## src/rtl/gpio_pkg.sv

```systemverilog
// Package: gpio_pkg
// Shared register offsets for the GPIO bank. It assumes a 16-byte slot per
// port, with the register offset held in the low four address bits.
package gpio_pkg;
    localparam int SLOT_BITS = 4;
    localparam logic [SLOT_BITS-1:0] OFF_DATA = 4'h0;
    localparam logic [SLOT_BITS-1:0] OFF_SET  = 4'h4;
    localparam logic [SLOT_BITS-1:0] OFF_CLR  = 4'h8;
endpackage

```

## src/rtl/gpio_sync.sv

```systemverilog
// Module: gpio_sync
// Two-flop synchronizer for asynchronous pad levels. It assumes nothing about
// the input timing. The flops have no reset, so they keep sampling while
// reset is held, which lets the reset snapshot see the real pad levels.
module gpio_sync #(
    parameter int W = 8
) (
    input  logic         clk,
    input  logic [W-1:0] d,
    output logic [W-1:0] q
);
    logic [W-1:0] meta_q;

    // Shift the pad levels through two stages.
    always_ff @(posedge clk) begin
        meta_q <= d;
        q      <= meta_q;
    end
endmodule

```

## src/rtl/gpio_decode.sv

```systemverilog
// Module: gpio_decode
// Decodes a byte address into one-hot selects for the data, set and clear
// registers of each port. It assumes a port index in the address bits above
// the slot offset. Slots with no port and unused offsets select nothing.
module gpio_decode
    import gpio_pkg::*;
#(
    parameter int NUM_PORTS = 5,
    parameter int ADDR_W    = 8
) (
    input  logic                 clk,
    input  logic                 rst_n,
    input  logic [ADDR_W-1:0]    addr,
    output logic [NUM_PORTS-1:0] sel_data,
    output logic [NUM_PORTS-1:0] sel_set,
    output logic [NUM_PORTS-1:0] sel_clr
);
    localparam int IDX_W = ADDR_W - SLOT_BITS;

    logic [IDX_W-1:0]     idx;
    logic [SLOT_BITS-1:0] off;

    assign idx = addr[ADDR_W-1:SLOT_BITS];
    assign off = addr[SLOT_BITS-1:0];

    // Match the port index and the slot offset.
    always_comb begin
        sel_data = '0;
        sel_set  = '0;
        sel_clr  = '0;
        for (int p = 0; p < NUM_PORTS; p++) begin
            if (idx == IDX_W'(p)) begin
                sel_data[p] = (off == OFF_DATA);
                sel_set[p]  = (off == OFF_SET);
                sel_clr[p]  = (off == OFF_CLR);
            end
        end
    end


    one_select_chk: assert property (@(posedge clk) disable iff (!rst_n)
        $onehot0({sel_data, sel_set, sel_clr}));
endmodule

```

## src/rtl/gpio_port.sv

```systemverilog
// Module: gpio_port
// One GPIO port. It holds the direction and output registers, the reset
// snapshot, and the synchronizer, and it builds the 32-bit read word.
// It assumes that at most one of the write strobes is high in any cycle.
module gpio_port #(
    parameter int PORT_W = 8
) (
    input  logic                clk,
    input  logic                rst_n,
    input  logic                wr_data_en,
    input  logic                wr_set_en,
    input  logic                wr_clr_en,
    input  logic [4*PORT_W-1:0] wdata,
    input  logic [PORT_W-1:0]   pad_in,
    output logic [PORT_W-1:0]   pad_out,
    output logic [PORT_W-1:0]   pad_oe,
    output logic [4*PORT_W-1:0] word
);
    localparam int DIR_LSB = 3 * PORT_W;
    localparam int OUT_LSB = 2 * PORT_W;

    logic [PORT_W-1:0] dir_q, out_q, snap_q, live;
    logic              snap_done_q;
    logic [PORT_W-1:0] wr_mask;

    assign wr_mask = wdata[OUT_LSB +: PORT_W];

    gpio_sync #(.W(PORT_W)) u_sync (
        .clk (clk),
        .d   (pad_in),
        .q   (live)
    );

    // Direction register: loaded only by a data word write.
    always_ff @(posedge clk) begin
        if (!rst_n)          dir_q <= '0;
        else if (wr_data_en) dir_q <= wdata[DIR_LSB +: PORT_W];
    end

    // Output register: a full load, a bitwise set or a bitwise clear.
    always_ff @(posedge clk) begin
        if (!rst_n)          out_q <= '0;
        else if (wr_data_en) out_q <= wr_mask;
        else if (wr_set_en)  out_q <= out_q | wr_mask;
        else if (wr_clr_en)  out_q <= out_q & ~wr_mask;
    end

    // Snapshot: take the synchronized pads once after reset, then hold them.
    always_ff @(posedge clk) begin
        if (!rst_n) begin
            snap_q      <= '0;
            snap_done_q <= 1'b0;
        end else if (!snap_done_q) begin
            snap_q      <= live;
            snap_done_q <= 1'b1;
        end
    end

    assign pad_oe  = dir_q;
    assign pad_out = out_q;
    assign word    = {dir_q, out_q, snap_q, live};


    dir_hold_chk: assert property (@(posedge clk) disable iff (!rst_n)
        !wr_data_en |=> $stable(pad_oe));

    set_bits_chk: assert property (@(posedge clk) disable iff (!rst_n)
        wr_set_en |=> ((pad_out & $past(wr_mask)) == $past(wr_mask))
                      && ((pad_out & ~$past(wr_mask)) == ($past(pad_out) & ~$past(wr_mask))));

    clr_bits_chk: assert property (@(posedge clk) disable iff (!rst_n)
        wr_clr_en |=> ((pad_out & $past(wr_mask)) == '0)
                      && ((pad_out & ~$past(wr_mask)) == ($past(pad_out) & ~$past(wr_mask))));

    snap_hold_chk: assert property (@(posedge clk) disable iff (!rst_n)
        snap_done_q |=> $stable(snap_q));
endmodule

```

## src/rtl/gpio_bank.sv

```systemverilog
// Module: gpio_bank
// Top of the GPIO bank. It decodes the register bus, steers the write
// strobes to each port, and multiplexes the read word. It assumes a
// single-cycle bus with reads that are combinational.
module gpio_bank #(
    parameter int NUM_PORTS = 5,
    parameter int PORT_W    = 8,
    parameter int ADDR_W    = 8
) (
    input  logic                        clk,
    input  logic                        rst_n,
    input  logic [ADDR_W-1:0]           addr,
    input  logic                        wr_en,
    input  logic [4*PORT_W-1:0]         wr_data,
    input  logic                        rd_en,
    output logic [4*PORT_W-1:0]         rd_data,
    input  logic [NUM_PORTS*PORT_W-1:0] pad_in,
    output logic [NUM_PORTS*PORT_W-1:0] pad_out,
    output logic [NUM_PORTS*PORT_W-1:0] pad_oe
);
    localparam int WORD_W = 4 * PORT_W;

    logic [NUM_PORTS-1:0] sel_data, sel_set, sel_clr;
    logic [WORD_W-1:0]    port_word [NUM_PORTS];

    gpio_decode #(.NUM_PORTS(NUM_PORTS), .ADDR_W(ADDR_W)) u_decode (
        .clk      (clk),
        .rst_n    (rst_n),
        .addr     (addr),
        .sel_data (sel_data),
        .sel_set  (sel_set),
        .sel_clr  (sel_clr)
    );

    for (genvar p = 0; p < NUM_PORTS; p++) begin : g_port
        gpio_port #(.PORT_W(PORT_W)) u_port (
            .clk        (clk),
            .rst_n      (rst_n),
            .wr_data_en (wr_en & sel_data[p]),
            .wr_set_en  (wr_en & sel_set[p]),
            .wr_clr_en  (wr_en & sel_clr[p]),
            .wdata      (wr_data),
            .pad_in     (pad_in[p*PORT_W +: PORT_W]),
            .pad_out    (pad_out[p*PORT_W +: PORT_W]),
            .pad_oe     (pad_oe[p*PORT_W +: PORT_W]),
            .word       (port_word[p])
        );
    end

    // Read mux: only a selected data word returns a value.
    always_comb begin
        rd_data = '0;
        for (int p = 0; p < NUM_PORTS; p++) begin
            if (rd_en && sel_data[p]) rd_data = port_word[p];
        end
    end


    wo_read_zero_chk: assert property (@(posedge clk) disable iff (!rst_n)
        (rd_en && (|sel_set || |sel_clr)) |-> (rd_data == '0));

    reset_idle_chk: assert property (@(posedge clk)
        !rst_n |=> (pad_oe == '0 && pad_out == '0));
endmodule

```

## config.mk

```make
export PLATFORM = sky130hd
export DESIGN_NAME = gpio_bank
export DESIGN_NICKNAME = d
export VERILOG_FILES = /design/src/rtl/gpio_pkg.sv /design/src/rtl/gpio_sync.sv /design/src/rtl/gpio_decode.sv /design/src/rtl/gpio_port.sv /design/src/rtl/gpio_bank.sv
export SDC_FILE = /design/constraint.sdc
export NUM_CORES = 1
export LEC_CHECK = 0
export BUFFER_PORTS_ARGS = -buffer_cell sky130_fd_sc_hd__buf_2
export CORE_MARGIN = 10
export CORE_UTILIZATION = 45
export CTS_BUF_LIST = sky130_fd_sc_hd__clkbuf_4 sky130_fd_sc_hd__clkbuf_8 sky130_fd_sc_hd__clkbuf_16
export DETAILED_ROUTE_END_ITERATION = 12
export PLACE_DENSITY = 0.65
export SETUP_SLACK_MARGIN = 0.05
export SLEW_MARGIN = 20
export SYNTH_ARGS = -nofsm -noshare
export SYNTH_HDL_FRONTEND = slang
export SYNTH_HIERARCHICAL = 1
export SYNTH_SLANG_ARGS = --single-unit
```

## constraint.sdc

```tcl
create_clock -name clk -period 2.7 [get_ports clk]
set_input_delay 0.27 -clock clk [delete_from_list [all_inputs] [get_ports clk]]
set_output_delay 0.27 -clock clk [all_outputs]
set_load 0.02 [all_outputs]
```

==> impl_results.md, run 1 <==
* Slew HR at 65.2%
* Port bufs at 179
* Drt first pass iters at 5
* Layout Skew at 0.0114 ns
* CTS max path bufs at 3
* Most common cell after layout, fill and taps aside: dfxtp_1
* Status: complete, no violations
* Num CTS Buffers at 22
* Critical path capture point type: output port
* Rows at 53
* Global Route Usage Sum at 17.2%
* Initial antenna violation count at 0
* Seq/Total Area, Yosys at 42.5%
* FILL cells at 1897
* Via density at 5.04
* Power Total at 0.00668 W
* TritonCTS clock tree: done
* Maxcap violations at 0
* First-pass GRT wire length at 38800 µm
* RD Place Congestion at 0.794
* Minimum clock period at 2.55 ns
* Die Wd at 166 µm
* Clk Latency, worst-skew pair at 0.50 ns
* Clock transition at the registers of the reported paths at 0.06 ns
* Vias in the first global route at 6840
* Flop and latch count out of synthesis at 205
* VDD IR-drop max at 0.657 mV
* Synth top area share at 42.5%
* Post-CTS setup buffer count at 0
* Crit start category: input pin
* Synth warn at 6
* Period utilization at 94.4%
* Largest cells by area after synthesis: dfxtp_1 (42%), mux2i_1 (8.3%), nand3b_4 (8.3%)
* TNS Setup at 0 ns
* Die height at 166 µm
* Leakage Power at 4.25 nW
* WS Path Type: in2out
* Synth cell types at 32
* Core Footprint at 0.0211 mm²
* Final #Nets at 1142
* Worst EP arrival at 2.28 ns
* Grt ovf at 0
* Clock tree root buffer cell: clkbuf_16
* Dpl hpwl at 17200 µm
* Routed WL at 25100 µm
* 1st-iter DRT viols at 420
* WL per Instance at 18.6 µm
* Post-Syn Instances at 940
* H-tree Lvls at 1
* Pin count of the biggest net entering global routing at 126
* Crit Path Max Fanout at 30
* Slew Limit Fails at 0
* Clock Sinks at 205
* Final WS setup at 0.150 ns
* Placement Setup Slack at 0.105 ns
* Post-synth net total at 1024
* Final setup vio count at 0
* Ant. Diodes at 0
* PD cells at 592 mW/mm²
* Total die area at 0.0277 mm²
* Area delta synth->final at 16.9%
* Worst EP required at 2.43 ns
* Worst-Margin Slew at 0.522 ns
* RSZ-0062 raised after global routing: no
* WHS at 0.112 ns
* Final core utilization at 53.5%
* Layout cells sized above 1 at 30.1%
* Synthesized area per cell at 10.3 µm²
* Initial core utilization at 45.8%
* Io pins at 196
* Fin. Hold Viols at 0
* Hold Path Class: in2reg
* Mapped Area at 0.00966 mm²
* Vias post-DR at 6801
* Highest-count cells in the layout ignoring fill and taps: dfxtp_1 (205), buf_2 (179), nand2_1 (102), nor2b_1 (81), mux2i_1 (80)
* Number of remaining DRC errors at 0
* Max Clk Rate at 0.392 GHz
* Cell taking the most area after synthesis: dfxtp_1
* ANT nets after route at 0
## metal layers
| layer | vias up | routed length (µm) | track usage (%) |
|---|---|---|---|
| met5 | - | 0 | 0 |
| met1 | 3199 | 10800 | 21.1 |
| met3 | 33 | 1690 | 4.07 |
| met4 | 0 | 384 | 3.86 |
| met2 | 212 | 12300 | 29.6 |
| li1 | 3357 | - | - |
## through the flow
step                      instances  area (µm²)
after floorplan                 940        9660
after global placement         1269       10100
after detailed placement       1269       10100
after CTS                      1349       11300
after global routing           1349       11300
final                          1349       11300
## final cells by class
class	instances	area [µm²]	area share [%]
tap	275	344	3.05
clock inverter	12	151	1.34
sequential	205	4100	36.3
timing repair buffer	243	1580	14.0
multi-input combinational	584	4480	39.6
clock buffer	28	632	5.60
inverter	2	7.51	0.0665
## logic make-up after synthesis
logic type,count (synthesis),share of synthesized area (%)
and+or+nand+nor,326,24.7
DFF,205,42.5
AOI/OAI and AO/OA,178,13.1
buffers and inverters,151,11.4
muxes,80,8.29
## critical path, cell delays in order
cell and delay [ns]:
buf_2 0.11, or4_4 0.61, nor2_4 0.22, or4b_2 0.22, buf_12 0.26, a21oi_2 0.07
a221o_1 0.32, buf_2 0.18
## cells in the mapped netlist
cell type / instances
dfxtp_1: 205
nand2_1: 102
nor2b_1: 81
buf_4: 80
mux2i_1: 80
o21ai_0: 57
a21boi_1: 40
nand3b_4: 40
nand2b_1: 32
a221o_1: 31
clkbuf_1: 31
nand3b_1: 31
a21oi_2: 30
and2_1: 15
nor2_1: 15
o21ai_1: 15
buf_2: 13
buf_6: 11
buf_12: 8
clkbuf_2: 5
a21oi_1: 3
or4b_1: 3
or4b_4: 3
a2111oi_0: 1
and3_1: 1
buf_1: 1
inv_1: 1
inv_2: 1
o221a_1: 1
or4_1: 1
or4_4: 1
or4bb_1: 1
## worst paths after layout
check	startpoint	end	slack, ns	cells past startpoint
worst max register to register	g_port[4].u_port/snap_done_q	g_port[4].u_port/snap_q[3]	1.64	2
worst max-delay path	addr[1]	rd_data[8]	0.15	8
worst min register to register	g_port[3].u_port/u_sync/meta_q[4]	g_port[3].u_port/u_sync/q[4]	0.32	0
worst min-delay path	wr_data[24]	g_port[3].u_port/pad_oe[0]	0.11	3
## power breakdown
part | total, W | switching, W | internal (W)
sequential | 0.00319 | 0.0000623 | 0.00313
combinational | 0.000303 | 0.000142 | 0.000161
clock | 0.00318 | 0.00123 | 0.00195
total | 0.00668 | 0.00144 | 0.00524
## timing repair
action / 4_1_cts / 5_1_grt
gates resized for setup: 0 / 3
hold buffers: 40 / 0
endpoints found under the setup margin: 0 / 18
hold endpoints to repair: 40 / 0
Note: power is estimated with default switching activity, not from simulation.
==> run 2: changes to the inputs <==
--- a/config.mk
+++ b/config.mk
@@ -11,6 +11,7 @@
 export CTS_BUF_LIST = sky130_fd_sc_hd__clkbuf_4 sky130_fd_sc_hd__clkbuf_8 sky130_fd_sc_hd__clkbuf_16
 export DETAILED_ROUTE_END_ITERATION = 12
 export PLACE_DENSITY = 0.65
+export REMOVE_ABC_BUFFERS = 1
 export SETUP_SLACK_MARGIN = 0.05
 export SLEW_MARGIN = 20
 export SYNTH_ARGS = -nofsm -noshare
==> run 2 against run 1 <==
Largest power group is now clock; setup slack lost 0.026 ns; clock skew is 0.0032 ns lower; global-route usage is 0.70 points lower; sequential power barely moved; largest cell class unchanged; core utilization about the same; critical path depth did not move; highest routed layer unchanged; sequential cell count is the same; non-clock buffer count rose by 4; register-to-register slack worse by 0.07 ns; worst hold slack got worse by 0.0094 ns.
==> impl_results.md, run 2 (same netlist as run 1, synthesis figures left out) <==
* Die height at 166 µm (unchanged)
* Period utilization at 95.4% (was 94.4%)
* Post-CTS setup buffer count at 0 (unchanged)
* FILL cells at 1906 (was 1897)
* Dpl hpwl at 16600 µm (was 17200 µm)
* RD Place Congestion at 0.776 (was 0.794)
* Max Clk Rate at 0.388 GHz (was 0.392 GHz)
* Status: complete, no violations (unchanged)
* Register area at 0.00410 mm² (unchanged)
* Placement Setup Slack at 0.0586 ns (was 0.105 ns)
* Hold Path Depth at 3 (unchanged)
* ANT nets after route at 0 (unchanged)
* Initial antenna violation count at 0 (unchanged)
* WL per Instance at 17.6 µm (was 18.6 µm)
* Die Wd at 166 µm (unchanged)
* Drt first pass iters at 5 (unchanged)
* Initial core utilization at 45.8% (unchanged)
* Worst-Margin Slew at 0.600 ns (was 0.522 ns)
* Rows at 53 (unchanged)
* Worst EP arrival at 2.31 ns (was 2.28 ns)
* Port bufs at 179 (unchanged)
* Ant. Diodes at 0 (unchanged)
* Via density at 4.99 (was 5.04)
* Final WS setup at 0.124 ns (was 0.150 ns)
* Final setup vio count at 0 (unchanged)
* Routed WL at 23800 µm (was 25100 µm)
* Core Footprint at 0.0211 mm² (unchanged)
* Worst EP required at 2.43 ns (about the same)
* Io pins at 196 (unchanged)
* Global Route Usage Sum at 16.5% (was 17.2%)
* 1st-iter DRT viols at 425 (was 420)
* Crit start category: input pin (unchanged)
* Final core utilization at 53.6% (was 53.5%)
* Number of remaining DRC errors at 0 (unchanged)
* Final #Nets at 1147 (was 1142)
* Multi-input gate area at 0.00448 mm² (about the same)
* Highest-count cells in the layout ignoring fill and taps: dfxtp_1 (205), buf_2 (179), nand2_1 (102), nor2b_1 (81), mux2i_1 (80) (unchanged)
* Cells on worst reg2reg path at 2 (unchanged)
* Grt ovf at 0 (unchanged)
* Layout cells sized above 1 at 30.5% (was 30.1%)
* Most common cell after layout, fill and taps aside: dfxtp_1 (unchanged)
* Hold Path Class: in2reg (unchanged)
* Slew HR at 59.9% (was 65.2%)
* WS Path Type: in2out (unchanged)
* Leakage Power at 4.26 nW (was 4.25 nW)
* Clk Latency, worst-skew pair at 0.51 ns (was 0.50 ns)
* First-pass GRT wire length at 38200 µm (was 38800 µm)
* Clock transition at the registers of the reported paths at 0.06 ns (about the same)
* TNS Setup at 0 ns (unchanged)
* Total die area at 0.0277 mm² (unchanged)
* TritonCTS clock tree: done (unchanged)
* H-tree Lvls at 1 (unchanged)
* Maxcap violations at 0 (unchanged)
* VDD IR-drop max at 0.448 mV (was 0.657 mV)
* Slew Limit Fails at 0 (unchanged)
* Area delta synth->final at 17.0% (was 16.9%)
* RSZ-0062 raised after global routing: no (unchanged)
* Minimum clock period at 2.58 ns (was 2.55 ns)
* Crit Path Max Fanout at 16 (was 30)
* Clock Sinks at 205 (unchanged)
* PD cells at 595 mW/mm² (was 592 mW/mm²)
* Clock tree root buffer cell: clkbuf_16 (unchanged)
* Critical path capture point type: output port (unchanged)
* Vias post-DR at 6756 (was 6801)
* Non-filler cells in the finished layout at 1355 (was 1349)
* Vias in the first global route at 6842 (was 6840)
* Num CTS Buffers at 23 (was 22)
* FF-to-FF setup slack at 1.57 ns (was 1.64 ns)
* CTS max path bufs at 3 (unchanged)
* Pin count of the biggest net entering global routing at 67 (was 126)
* Fin. Hold Viols at 0 (unchanged)
* Layout Skew at 0.00827 ns (was 0.0114 ns)
* # placed instances at 1273 (was 1269)
## run 2: metrics by stage
step	hold WS, ns	total power, W	area [µm²]
CTS	0.0798	0.00680	11300
global placement	0.311	0.00351	10100
detailed placement	0.312	0.00352	10100
floorplan	0.298	0.00336	8560
finish	0.102	0.00673	11300
global route	0.101	0.00698	11300
## run 2: path summary, 6_finish.rpt
check,startpoint,to
worst max-delay path,addr[1],rd_data[11]
worst min-delay path,wr_data[25],g_port[3].u_port/pad_oe[1]
worst max register to register,g_port[1].u_port/snap_done_q,g_port[1].u_port/snap_q[1]
worst min register to register,g_port[4].u_port/u_sync/meta_q[4],g_port[4].u_port/u_sync/q[4]
## run 2: area by class of cell
| class | count | share of cell area [%] |
|---|---|---|
| clock buffers | 27 | 5.52 |
| clock inverters | 15 | 1.59 |
| inverters | 2 | 0.0664 |
| multi-input cells | 584 | 39.6 |
| flip-flops and latches | 205 | 36.3 |
| well taps | 275 | 3.04 |
| repair buffers | 247 | 13.8 |
## run 2: layer usage
layer / vias up / share of wire (%) / global-route usage [%]
met1: 3166 / 46 / 21.3
li1: 3364 / - / -
met5: - / 0 / 0
met2: 190 / 46 / 27.2
met4: 0 / 1.7 / 3.74
met3: 36 / 5.8 / 3.79
## run 2: where the power goes
group          total (W)  switching, W  internal (W)
Sequential       0.00320     0.0000647       0.00313
Combinational   0.000303      0.000141      0.000163
Clock            0.00323       0.00127       0.00196
## run 2: repair_timing
item | in CTS | in global routing
endpoints found under the setup margin | 2 | 10
resized for setup | 1 | 2
hold buffers | 40 | 0
hold endpoints to repair | 40 | 0
## run 2: critical path, cell delays in order
cell	delay [ns]
buf_2	0.12
or4_4	0.63
nor2_4	0.20
inv_2	0.08
and3_1	0.20
buf_4	0.22
a221o_1	0.40
buf_2	0.18
==> run 3: changes to the inputs <==
--- a/config.mk
+++ b/config.mk
@@ -6,11 +6,11 @@
 export NUM_CORES = 1
 export LEC_CHECK = 0
 export BUFFER_PORTS_ARGS = -buffer_cell sky130_fd_sc_hd__buf_2
-export CORE_MARGIN = 10
-export CORE_UTILIZATION = 45
+export CORE_MARGIN = 4
+export CORE_UTILIZATION = 35
 export CTS_BUF_LIST = sky130_fd_sc_hd__clkbuf_4 sky130_fd_sc_hd__clkbuf_8 sky130_fd_sc_hd__clkbuf_16
 export DETAILED_ROUTE_END_ITERATION = 12
-export PLACE_DENSITY = 0.65
+export PLACE_DENSITY = 0.53
 export REMOVE_ABC_BUFFERS = 1
 export SETUP_SLACK_MARGIN = 0.05
 export SLEW_MARGIN = 20
==> run 3 against run 2 <==
Core utilization fell by 11 points; non-clock buffer count decreased by 4; sequential power is essentially flat; register-to-register slack worse by 0.04 ns; final cell count rose by 4.5%; sequential cell count is the same; sequential share of layout area decreased by 0.44 points; final area up 1.2%; largest cell class unchanged; clock skew is 0.0032 ns lower; first-iteration DRC count shrank 26%; clock power is 2% higher; largest power group unchanged; critical path depth unchanged.
==> impl_results.md, run 3 (same netlist as run 1, synthesis figures left out) <==
* Status: complete, no violations (unchanged)
* Slew Limit Fails at 0 (unchanged)
* ANT nets after route at 0 (unchanged)
* Ant. Diodes at 0 (unchanged)
* Worst EP required at 2.43 ns (about the same)
* Die Wd at 174 µm (was 166 µm)
* Crit start category: input pin (unchanged)
* Dpl hpwl at 16600 µm (about the same)
* Final WS setup at 0.127 ns (was 0.124 ns)
* WHS at 0.0876 ns (was 0.102 ns)
* Clock transition at the registers of the reported paths at 0.06 ns (about the same)
* Highest-delay cell along the critical path: or4_4 (unchanged)
* Routed WL at 24100 µm (was 23800 µm)
* Reg2reg start: g_port[1].u_port/snap_done_q (unchanged)
* Crit-path most repeated cell: buf_2 (unchanged)
* TNS Setup at 0 ns (unchanged)
* Global Route Usage Sum at 15.6% (was 16.5%)
* WL per Instance at 17.0 µm (was 17.6 µm)
* Crit-path cells: buf_2 > or4_4 > nor2_2 > nand2b_1 > buf_4 > o21ai_0 > a221o_1 > buf_2 (was buf_2 > or4_4 > nor2_4 > inv_2 > and3_1 > buf_4 > a221o_1 > buf_2)
* 1st-iter DRT viols at 316 (was 425)
* Area delta synth->final at 18.5% (was 17.0%)
* FF-to-FF End: g_port[1].u_port/snap_q[2] (was g_port[1].u_port/snap_q[1])
* FILL cells at 2668 (was 1906)
* Slew HR at 56.5% (was 59.9%)
* Fin. Hold Viols at 0 (unchanged)
* RD Place Congestion at 0.782 (was 0.776)
* Clk Latency, worst-skew pair at 0.52 ns (was 0.51 ns)
* Hold Path Class: in2reg (unchanged)
* Most common cell after layout, fill and taps aside: dfxtp_1 (unchanged)
* Total die area at 0.0303 mm² (was 0.0277 mm²)
* Final setup vio count at 0 (unchanged)
* Critical path capture point type: output port (unchanged)
* Hold Path Origin: wr_data[25] (unchanged)
* Clock Sinks at 205 (unchanged)
* PD cells at 595 mW/mm² (about the same)
* Num CTS Buffers at 23 (unchanged)
* TritonCTS clock tree: done (unchanged)
* Number of remaining DRC errors at 0 (unchanged)
* Drt first pass iters at 4 (was 5)
* Core Footprint at 0.0270 mm² (was 0.0211 mm²)
* WS Path Type: in2out (unchanged)
* First-pass GRT wire length at 38400 µm (was 38200 µm)
* Io pins at 196 (unchanged)
* Clock tree root buffer cell: clkbuf_16 (unchanged)
* Rows at 60 (was 53)
* Port bufs at 179 (unchanged)
* Layout cells sized above 1 at 30.3% (was 30.5%)
* Maxcap violations at 0 (unchanged)
* H-tree Lvls at 1 (unchanged)
* CTS max path bufs at 3 (unchanged)
* Crit Path Max Fanout at 11 (was 16)
* Leakage Power at 4.29 nW (was 4.26 nW)
* Vias in the first global route at 6714 (was 6842)
* Cell family with the largest share of critical-path delay: simple AND/OR/NAND/NOR gates (unchanged)
* Grt ovf at 0 (unchanged)
* VDD IR-drop max at 0.467 mV (was 0.448 mV)
* Initial core utilization at 35.7% (was 45.8%)
* Minimum clock period at 2.57 ns (was 2.58 ns)
* Die height at 174 µm (was 166 µm)
* Worst-Margin Slew at 0.652 ns (was 0.600 ns)
* Buf/Inv on CP at 3 (was 4)
* Layout Skew at 0.00507 ns (was 0.00827 ns)
* Final #Nets at 1143 (was 1147)
* Placement Setup Slack at 0.0799 ns (was 0.0586 ns)
* Highest-count cells in the layout ignoring fill and taps: dfxtp_1 (205), buf_2 (178), nand2_1 (102), nor2b_1 (81), mux2i_1 (80) (was dfxtp_1 (205), buf_2 (179), nand2_1 (102), nor2b_1 (81), mux2i_1 (80))
* Placed inst area at 0.0102 mm² (was 0.0101 mm²)
* Worst EP arrival at 2.30 ns (was 2.31 ns)
* RSZ-0062 raised after global routing: no (unchanged)
* Max Clk Rate at 0.389 GHz (was 0.388 GHz)
* CP peak stage delay at 0.62 ns (was 0.63 ns)
* Initial antenna violation count at 0 (unchanged)
* FF-to-FF setup slack at 1.53 ns (was 1.57 ns)
* Fin area at 0.0114 mm² (was 0.0113 mm²)
* Hold Path Depth at 3 (unchanged)
* Post-CTS setup buffer count at 0 (unchanged)
* Period utilization at 95.3% (was 95.4%)
* Cells on worst reg2reg path at 2 (unchanged)
* WHS Endpoint: g_port[3].u_port/pad_oe[1] (unchanged)
* Via density at 4.72 (was 4.99)
* Vias post-DR at 6682 (was 6756)
* Pin count of the biggest net entering global routing at 74 (was 67)
==> run 3: stage by stage <==
| step | utilization [%] | total power, W | std cells |
|---|---|---|---|
| 3_3_place_gp | 37.8 | 0.00352 | 1335 |
| 4_1_cts | 42.3 | 0.00693 | 1416 |
| 5_1_grt | 42.3 | 0.00709 | 1416 |
| 3_5_place_dp | 37.8 | 0.00353 | 1335 |
| 2_1_floorplan | - | 0.00336 | 791 |
| 6_report | 42.3 | 0.00681 | 1416 |
==> run 3: per-layer routing <==
layer	part of all wire [%]	GRT usage, %	wire length [µm]	vias to the layer above
met5	0	0	0	-
met4	2.0	3.56	479	0
met1	48	21.8	11600	3125
li1	-	-	-	3364
met2	45	25.5	10900	163
met3	4.9	2.52	1190	30
==> run 3: how the worst max path moves through the flow <==
| stage | cells past startpoint | slack, ns | to | start |
|---|---|---|---|---|
| 6_report | 8 | 0.13 | rd_data[29] | addr[1] |
| 5_1_grt | 8 | 0.05 | rd_data[29] | addr[1] |
| 4_1_cts | 8 | 0.06 | rd_data[0] | addr[1] |
| 3_5_place_dp | 8 | 0.08 | rd_data[0] | addr[1] |
| 3_3_place_gp | 8 | 0.10 | rd_data[29] | addr[1] |
| 2_1_floorplan | 5 | -1.58 | rd_data[31] | addr[1] |
==> run 3: timing repair <==
| item | in CTS | in global routing |
|---|---|---|
| gates resized for setup | 0 | 2 |
| setup endpoints to repair | 0 | 22 |
| hold buffers | 40 | 0 |
| hold endpoints to repair | 40 | 0 |
==> run 3: layout make-up <==
class | instances | area, µm² | area share [%]
flip-flops and latches | 205 | 4100 | 35.9
clock buffers | 31 | 667 | 5.83
well taps | 341 | 427 | 3.73
multi-input cells | 584 | 4480 | 39.2
inverters | 2 | 7.51 | 0.0656
clock inverters | 10 | 150 | 1.31
repair buffers | 243 | 1600 | 14.0
==> run 3: tightest hold or removal path, stage by stage <==
cell     delay, ns
buf_2         0.13
mux2i_1       0.08
nor2b_1       0.09
==> run 3: report_power, final <==
group | switching, W | internal (W) | leakage, nW
combinational | 0.000141 | 0.000162 | 2.19
clock | 0.00127 | 0.00203 | 0.405
sequential | 0.0000651 | 0.00313 | 1.69
